**src/rtl/fp_pkg.sv**
```systemverilog
package fp_pkg;
    typedef enum logic [2:0] {
        S_READ,
        S_LOAD,
        S_BUSY,
        S_SUSP,
        S_ERR
    } fp_state_e;

    localparam logic [7:0] CMD_DBL    = 8'h50;
    localparam logic [7:0] CMD_QUAD   = 8'h56;
    localparam logic [7:0] CMD_SUSP   = 8'hB0;
    localparam logic [7:0] CMD_RESUME = 8'h30;
    localparam logic [7:0] CMD_RESET  = 8'hF0;

    localparam int STAT_TGL = 6;
    localparam int STAT_ERR = 5;
endpackage

```
**src/rtl/fp_array.sv**
```systemverilog
module fp_array #(
    parameter int ADDR_W = 5,
    parameter int DATA_W = 16
) (
    input  logic                          clk,
    input  logic                          rst_n,
    input  logic [ADDR_W-1:0]             rd_addr,
    output logic [DATA_W-1:0]             rd_word,
    input  logic [ADDR_W-3:0]             pg_row,
    output logic [3:0][DATA_W-1:0]        pg_old,
    input  logic                          pg_we,
    input  logic [3:0]                    pg_mask,
    input  logic [3:0][DATA_W-1:0]        pg_data
);
    localparam int ROW_W = ADDR_W - 2;
    localparam int ROWS  = 1 << ROW_W;

    logic [3:0][DATA_W-1:0] mem_q [ROWS];

    always_ff @(posedge clk or negedge rst_n) begin
        if (!rst_n) begin
            for (int r = 0; r < ROWS; r++) begin
                mem_q[r] <= '1;
            end
        end else if (pg_we) begin
            for (int l = 0; l < 4; l++) begin
                if (pg_mask[l]) begin
                    mem_q[pg_row][l] <= mem_q[pg_row][l] & pg_data[l];
                end
            end
        end
    end

    assign rd_word = mem_q[rd_addr[ADDR_W-1:2]][rd_addr[1:0]];
    assign pg_old  = mem_q[pg_row];
endmodule

```
**src/rtl/fp_adj_chk.sv**
```systemverilog
module fp_adj_chk #(
    parameter int ADDR_W = 5
) (
    input  logic [ADDR_W-1:0] base,
    input  logic [ADDR_W-1:0] addr,
    input  logic              quad,
    output logic              ok
);
    logic same_row;
    logic same_pair;

    assign same_row  = (addr[ADDR_W-1:2] == base[ADDR_W-1:2]);
    assign same_pair = (addr[1] == base[1]);
    assign ok        = same_row && (quad || same_pair);
endmodule

```
**src/rtl/fp_err_det.sv**
```systemverilog
module fp_err_det #(
    parameter int DATA_W = 16
) (
    input  logic [3:0]              mask,
    input  logic [3:0][DATA_W-1:0]  new_data,
    input  logic [3:0][DATA_W-1:0]  old_data,
    output logic                    err
);
    logic [3:0] lane_hit;

    for (genvar g = 0; g < 4; g++) begin : g_lane
        assign lane_hit[g] = mask[g] && (|(new_data[g] & ~old_data[g]));
    end

    assign err = |lane_hit;
endmodule

```
**src/rtl/fastprog_ctl.sv**
```systemverilog
module fastprog_ctl
    import fp_pkg::*;
#(
    parameter int ADDR_W      = 5,
    parameter int DATA_W      = 16,
    parameter int PROG_CYCLES = 8
) (
    input  logic              clk,
    input  logic              rst_n,
    input  logic              hv_en,
    input  logic              wr_en,
    input  logic              rd_en,
    input  logic [ADDR_W-1:0] addr,
    input  logic [DATA_W-1:0] wdata,
    output logic [DATA_W-1:0] rdata,
    output logic              busy
);
    localparam int CNT_W = $clog2(PROG_CYCLES + 1);
    localparam logic [CNT_W-1:0] CNT_LAST = CNT_W'(PROG_CYCLES - 1);

    typedef struct packed {
        fp_state_e              st;
        logic                   quad;
        logic [2:0]             need;
        logic                   first;
        logic [ADDR_W-1:0]      base;
        logic [3:0]             mask;
        logic [3:0][DATA_W-1:0] lanes;
        logic [CNT_W-1:0]       cnt;
        logic                   tgl;
        logic [DATA_W-1:0]      rdata;
    } ctl_t;

    ctl_t ctl_d, ctl_q;

    logic [DATA_W-1:0]       rd_word;
    logic [3:0][DATA_W-1:0]  pg_old;
    logic                    pg_we;
    logic                    adj_ok;
    logic                    prog_err;
    logic [7:0]              cmd;
    logic [DATA_W-1:0]       status;
    logic                    prog_bank;
    fp_state_e               st_now;

    assign cmd       = wdata[7:0];
    assign prog_bank = ctl_q.base[ADDR_W-1];
    assign st_now    = ctl_q.st;

    fp_array #(.ADDR_W(ADDR_W), .DATA_W(DATA_W)) u_array (
        .clk     (clk),
        .rst_n   (rst_n),
        .rd_addr (addr),
        .rd_word (rd_word),
        .pg_row  (ctl_q.base[ADDR_W-1:2]),
        .pg_old  (pg_old),
        .pg_we   (pg_we),
        .pg_mask (ctl_q.mask),
        .pg_data (ctl_q.lanes)
    );

    fp_adj_chk #(.ADDR_W(ADDR_W)) u_adj (
        .base (ctl_q.base),
        .addr (addr),
        .quad (ctl_q.quad),
        .ok   (adj_ok)
    );

    fp_err_det #(.DATA_W(DATA_W)) u_err (
        .mask     (ctl_q.mask),
        .new_data (ctl_q.lanes),
        .old_data (pg_old),
        .err      (prog_err)
    );

    always_comb begin
        ctl_d = ctl_q;
        pg_we = 1'b0;

        status           = '0;
        status[STAT_TGL] = ctl_q.tgl;
        status[STAT_ERR] = (ctl_q.st == S_ERR);

        // read steering: the bank under operation answers with status
        if (rd_en) begin
            if ((ctl_q.st == S_BUSY || ctl_q.st == S_ERR) && addr[ADDR_W-1] == prog_bank) begin
                ctl_d.rdata = status;
                if (ctl_q.st == S_BUSY) begin
                    ctl_d.tgl = ~ctl_q.tgl;
                end
            end else begin
                ctl_d.rdata = rd_word;
            end
        end

        unique case (ctl_q.st)
            S_READ: begin
                if (wr_en && hv_en && (cmd == CMD_DBL || cmd == CMD_QUAD)) begin
                    ctl_d.st    = S_LOAD;
                    ctl_d.quad  = (cmd == CMD_QUAD);
                    ctl_d.need  = (cmd == CMD_QUAD) ? 3'd4 : 3'd2;
                    ctl_d.first = 1'b1;
                    ctl_d.mask  = '0;
                    ctl_d.lanes = '1;
                end
            end
            S_LOAD: begin
                if (wr_en) begin
                    if (ctl_q.first || adj_ok) begin
                        ctl_d.lanes[addr[1:0]] = ctl_q.lanes[addr[1:0]] & wdata;
                        ctl_d.mask[addr[1:0]]  = 1'b1;
                        if (ctl_q.first) begin
                            ctl_d.base = addr;
                        end
                        ctl_d.first = 1'b0;
                        ctl_d.need  = ctl_q.need - 3'd1;
                        if (ctl_q.need == 3'd1) begin
                            ctl_d.st  = S_BUSY;
                            ctl_d.cnt = '0;
                        end
                    end else begin
                        ctl_d.st = S_READ;
                    end
                end
            end
            S_BUSY: begin
                if (wr_en && cmd == CMD_SUSP) begin
                    ctl_d.st = S_SUSP;
                end else if (ctl_q.cnt == CNT_LAST) begin
                    pg_we    = 1'b1;
                    ctl_d.st = prog_err ? S_ERR : S_READ;
                end else begin
                    ctl_d.cnt = ctl_q.cnt + 1'b1;
                end
            end
            S_SUSP: begin
                if (wr_en && cmd == CMD_RESUME) begin
                    ctl_d.st = S_BUSY;
                end
            end
            S_ERR: begin
                if (wr_en && cmd == CMD_RESET) begin
                    ctl_d.st = S_READ;
                end
            end
            default: ctl_d.st = S_READ;
        endcase
    end

    always_ff @(posedge clk or negedge rst_n) begin
        if (!rst_n) begin
            ctl_q <= '0;
        end else begin
            ctl_q <= ctl_d;
        end
    end

    assign rdata = ctl_q.rdata;
    assign busy  = (ctl_q.st == S_BUSY);
endmodule

```
**config.mk**
```make
export PLATFORM = sky130hd
export DESIGN_NAME = fastprog_ctl
export DESIGN_NICKNAME = d
export VERILOG_FILES = /design/src/rtl/fp_pkg.sv /design/src/rtl/fp_array.sv /design/src/rtl/fp_adj_chk.sv /design/src/rtl/fp_err_det.sv /design/src/rtl/fastprog_ctl.sv
export SDC_FILE = /design/constraint.sdc
export NUM_CORES = 1
export LEC_CHECK = 0
export BUFFER_PORTS_ARGS = -buffer_cell sky130_fd_sc_hd__buf_4
export CAP_MARGIN = 30
export CORE_MARGIN = 2
export CORE_UTILIZATION = 40
export CTS_BUF_LIST = sky130_fd_sc_hd__clkbuf_2 sky130_fd_sc_hd__clkbuf_4 sky130_fd_sc_hd__clkbuf_8
export DETAILED_ROUTE_END_ITERATION = 16
export GPL_TIMING_DRIVEN = 0
export PLACE_DENSITY = 0.66
export SETUP_SLACK_MARGIN = 0.5
export SKIP_CTS_REPAIR_TIMING = 1
export SLEW_MARGIN = 15
export SYNTH_ARGS = -nofsm -noshare
export SYNTH_HDL_FRONTEND = slang
export SYNTH_SLANG_ARGS = --single-unit
export TNS_END_PERCENT = 10
```
**constraint.sdc**
```tcl
create_clock -name clk -period 2.4 [get_ports clk]
set_clock_uncertainty 0.05 [all_clocks]
set_input_delay 0.12 -clock clk [delete_from_list [all_inputs] [get_ports clk]]
set_output_delay 0.12 -clock clk [all_outputs]
set_load 0.02 [all_outputs]
```
==> key figures <==
Clocking
  – Num CTS Buffers: 107
  – CTS clk-pin slew, worst paths: 0.06 ns
  – CTS max path bufs: 3
  – H-tree depth: 3
  – Clk_lat worst skew: 0.77 ns
  – CTS root buffer: clkbuf_8
  – CTS tree: done
  – TritonCTS Sinks: 613

Synthesis
  – Syn nets: 2318
  – Asr flop ratio synth: 100.0%
  – Ys flop type: dfstp_2
  – Cell with the most instances after synthesis: mux2_2
  – Syn Area/Cell: 14.73 µm²
  – Top cell type's share of synthesized area: 39.91%
  – Top cells by area, synth: dfstp_2 (40%), mux2_2 (19%), mux4_2 (17%)
  – Sequential-to-total area share from yosys stat: 47.41%
  – Synth Warn #: 0
  – Commonest cells post-synth: mux2_2 (566), dfstp_2 (512), mux4_2 (256), dfrtp_1 (101), mux2i_1 (93)
  – Post-Synthesis Cells: 2289
  – Synth unique cells: 71
  – Largest area contributor in the netlist: dfstp_2
  – FF+latch count, synth: 613
  – Synthesized area: 0.03371 mm²
  – EDFF count, synth: 0

Routing
  – Vias: 23.89k
  – WL met3: 13.78 mm
  – DRT iter0 DRCs: 2826
  – Wl on met1: 49.42 mm
  – Average wire per standard cell: 34.48 µm
  – Highest metal used: met5
  – Residual DRC: 0
  – Antenna Nets Post-Route: 0
  – Met2 routed wirelength: 57.68 mm
  – Vias per cell: 6.376
  – First-pass DRT Iterations: 7
  – Final WL: 129.2 mm

Timing
  – Slew Limit Fails: 0
  – RSZ-0062 raised after global routing: true
  – WHS: -0.2206 ns
  – PnR worst setup slack: -0.7542 ns
  – Count of final hold-check violations: 3
  – Max Freq: 317.0 MHz
  – Rel. slew slack: 42.62%
  – Final setup fails: 540
  – Crit path time final: 3.154 ns
  – Final period utilization: 131.4%
  – Worst slew pin tran: 0.8575 ns
  – Setup TNS: -148.75 ns

Placed design
  – Post-DP HPWL: 88.41 mm
  – Global placer's final weighted congestion: 0.9723
  – Dpl cell area: 0.03588 mm²
  – Buffers on Ports: 38
  – Cell count after placement: 3418

Run
  – MaxCap Viol Count: 0

Floorplan
  – Core Region: 0.08356 mm²
  – Initial Util: 40.34%
  – Io pins: 43
  – Die W: 294.3 µm
  – Die Footprint: 0.08661 mm²
  – FP Rows: 106
  – Die H: 294.3 µm

Setup path
  – WS Path Type: register to register
  – Startpoint class of the critical path: register
  – Worst Path Required: 2.99 ns
  – Critical Path AT: 3.75 ns
  – Crit path capture type: register
  – Crit path max fanout: 7

Global route
  – Initial antenna violation count: 6
  – Vias in the first global route: 23.70k
  – First-pass GRT wire length: 175.4 mm
  – Total Routing Usage GR: 28.69%
  – Largest net degree at the start of global routing: 103
  – GRT overflow: 0

Cells and area
  – Non-filler instance count after layout: 3747
  – Final core utilization: 49.62%
  – Share of cells above drive strength 1: 75.12%
  – Layout area overhead: 22.99%
  – # nets final: 2614
  – Final instance area: 0.04146 mm²

Power and ir drop
  – P_leak: 16.58 nW
  – Worst vdd ir: 0.3945 mV
  – P per Cell Area: 612.2 mW/mm²

Run status
  – Failing checks: hold timing, setup timing
  – Status: finished, violations left

Hold path
  – HP Class: primary input to register
[power by group]
group | leakage, nW | internal, mW | switching [mW] | total (mW)
registers | 6.64 | 10.7 | 0.627 | 11.3
logic | 8.68 | 1.42 | 1.80 | 3.21
clock network | 1.26 | 6.20 | 4.68 | 10.9
[per-stage QoR]
step	setup slack [ns]	hold WS (ns)	total power, mW
after detailed placement	-1.953	-0.003413	13.89
after global placement	-5.120	0.4143	13.79
final	-0.7542	-0.2206	25.38
after floorplan	-0.03756	-0.2256	12.47
after CTS	-1.961	-0.8039	24.69
after global routing	-0.7526	-0.1509	26.02
[layer usage]
metal,GRT usage (%),up-vias
li1,-,9380
met1,37.11,12680
met2,43.56,1474
met3,7.760,355
met4,16.33,2
met5,0,-
[placed cells by master (no fill, tap or decap), types with 10 or more instances in the layout]
master         netlist  layout
clkbuf_8             0     139
mux2_2             566     559
clkbuf_4             0      46
clkbuf_2             0      21
inv_1               50      50
and2_1              35      30
o22a_1              31      31
buf_4               33     141
dfrtp_1            101      99
mux2i_1             93      72
a221oi_2             1      13
nand2_2              1      10
buf_6               16      31
buf_8                1      14
o21ai_0             34      32
a22oi_1             15      13
dfstp_2            512     512
nor2b_1             45      26
a41oi_1             16      16
nand3_2             16      15
buf_16               0      31
mux2i_4              0      15
dlygate4sd3_1        0      18
nor2_4               4      11
buf_2               68      24
o22ai_1             38      29
clkbuf_1            65      29
nor2b_2              0      13
nor2_1              85      76
clkbuf_16            0      10
nand2_1             58      38
mux4_2             256     256
buf_12               2      44
[critical path, stage by stage (launching register included)]
cell       delay, ns
dfrtp_2         0.45
buf_12          0.17
buf_16          0.16
buf_16          0.15
buf_16          0.17
buf_16          0.16
nand2_4         0.06
o2bb2ai_2       0.05
a211oi_2        0.30
o22ai_2         0.16
a221oi_4        0.34
nand4_1         0.26
a22oi_2         0.40
a21oi_2         0.09
[final timing paths]
| check | depth (start not counted) | slack, ns | to | start |
|---|---|---|---|---|
| worst max-delay path | 13 | -0.75 | st_now[2]$_DFFE_PN0P_ | ctl_q[91]$_DFFE_PN0P_ |
| worst min-delay path | 4 | -0.22 | ctl_q[96]$_DFFE_PN0P_ | hv_en |
| worst max register to register | 13 | -0.75 | st_now[2]$_DFFE_PN0P_ | ctl_q[91]$_DFFE_PN0P_ |
| worst min register to register | 1 | 0.43 | ctl_q[16]$_DFFE_PN0P_ | ctl_q[16]$_DFFE_PN0P_ |
| max in group asynchronous | 8 | 0.28 | u_array.mem_q[289]$_DFFE_PN1P_ | rst_n |
| min in group asynchronous | 5 | 0.24 | rdata[9]$_DFFE_PN0P_ | rst_n |
[area by class of cell]
cell class / count / area [µm²]
fill: 6948 / 42100
antenna: 2 / 5.005
clock buffer: 172 / 2155
timing repair buffer: 187 / 2078
clock inverter: 17 / 247.7
multi-input combinational: 1429 / 17280
sequential: 613 / 15980
buffer: 197 / 2172
inverter: 50 / 187.7
tap: 1080 / 1351
[sequential cells by signal (all words and copies together) (netlist names)]
name / count
ctl_q: 82
rdata: 16
st_now: 3
u_array.mem_q: 512
[cell families after synthesis]
kind of cell	after synthesis	synth area share, %
mux	929	39.43
buf+inv	247	3.856
compound gates	201	4.387
simple gates	289	4.606
flops	613	47.41
xor+xnor	7	0.2042
fa+ha+maj	3	0.1114
Note: power is estimated with default switching activity, not from simulation.
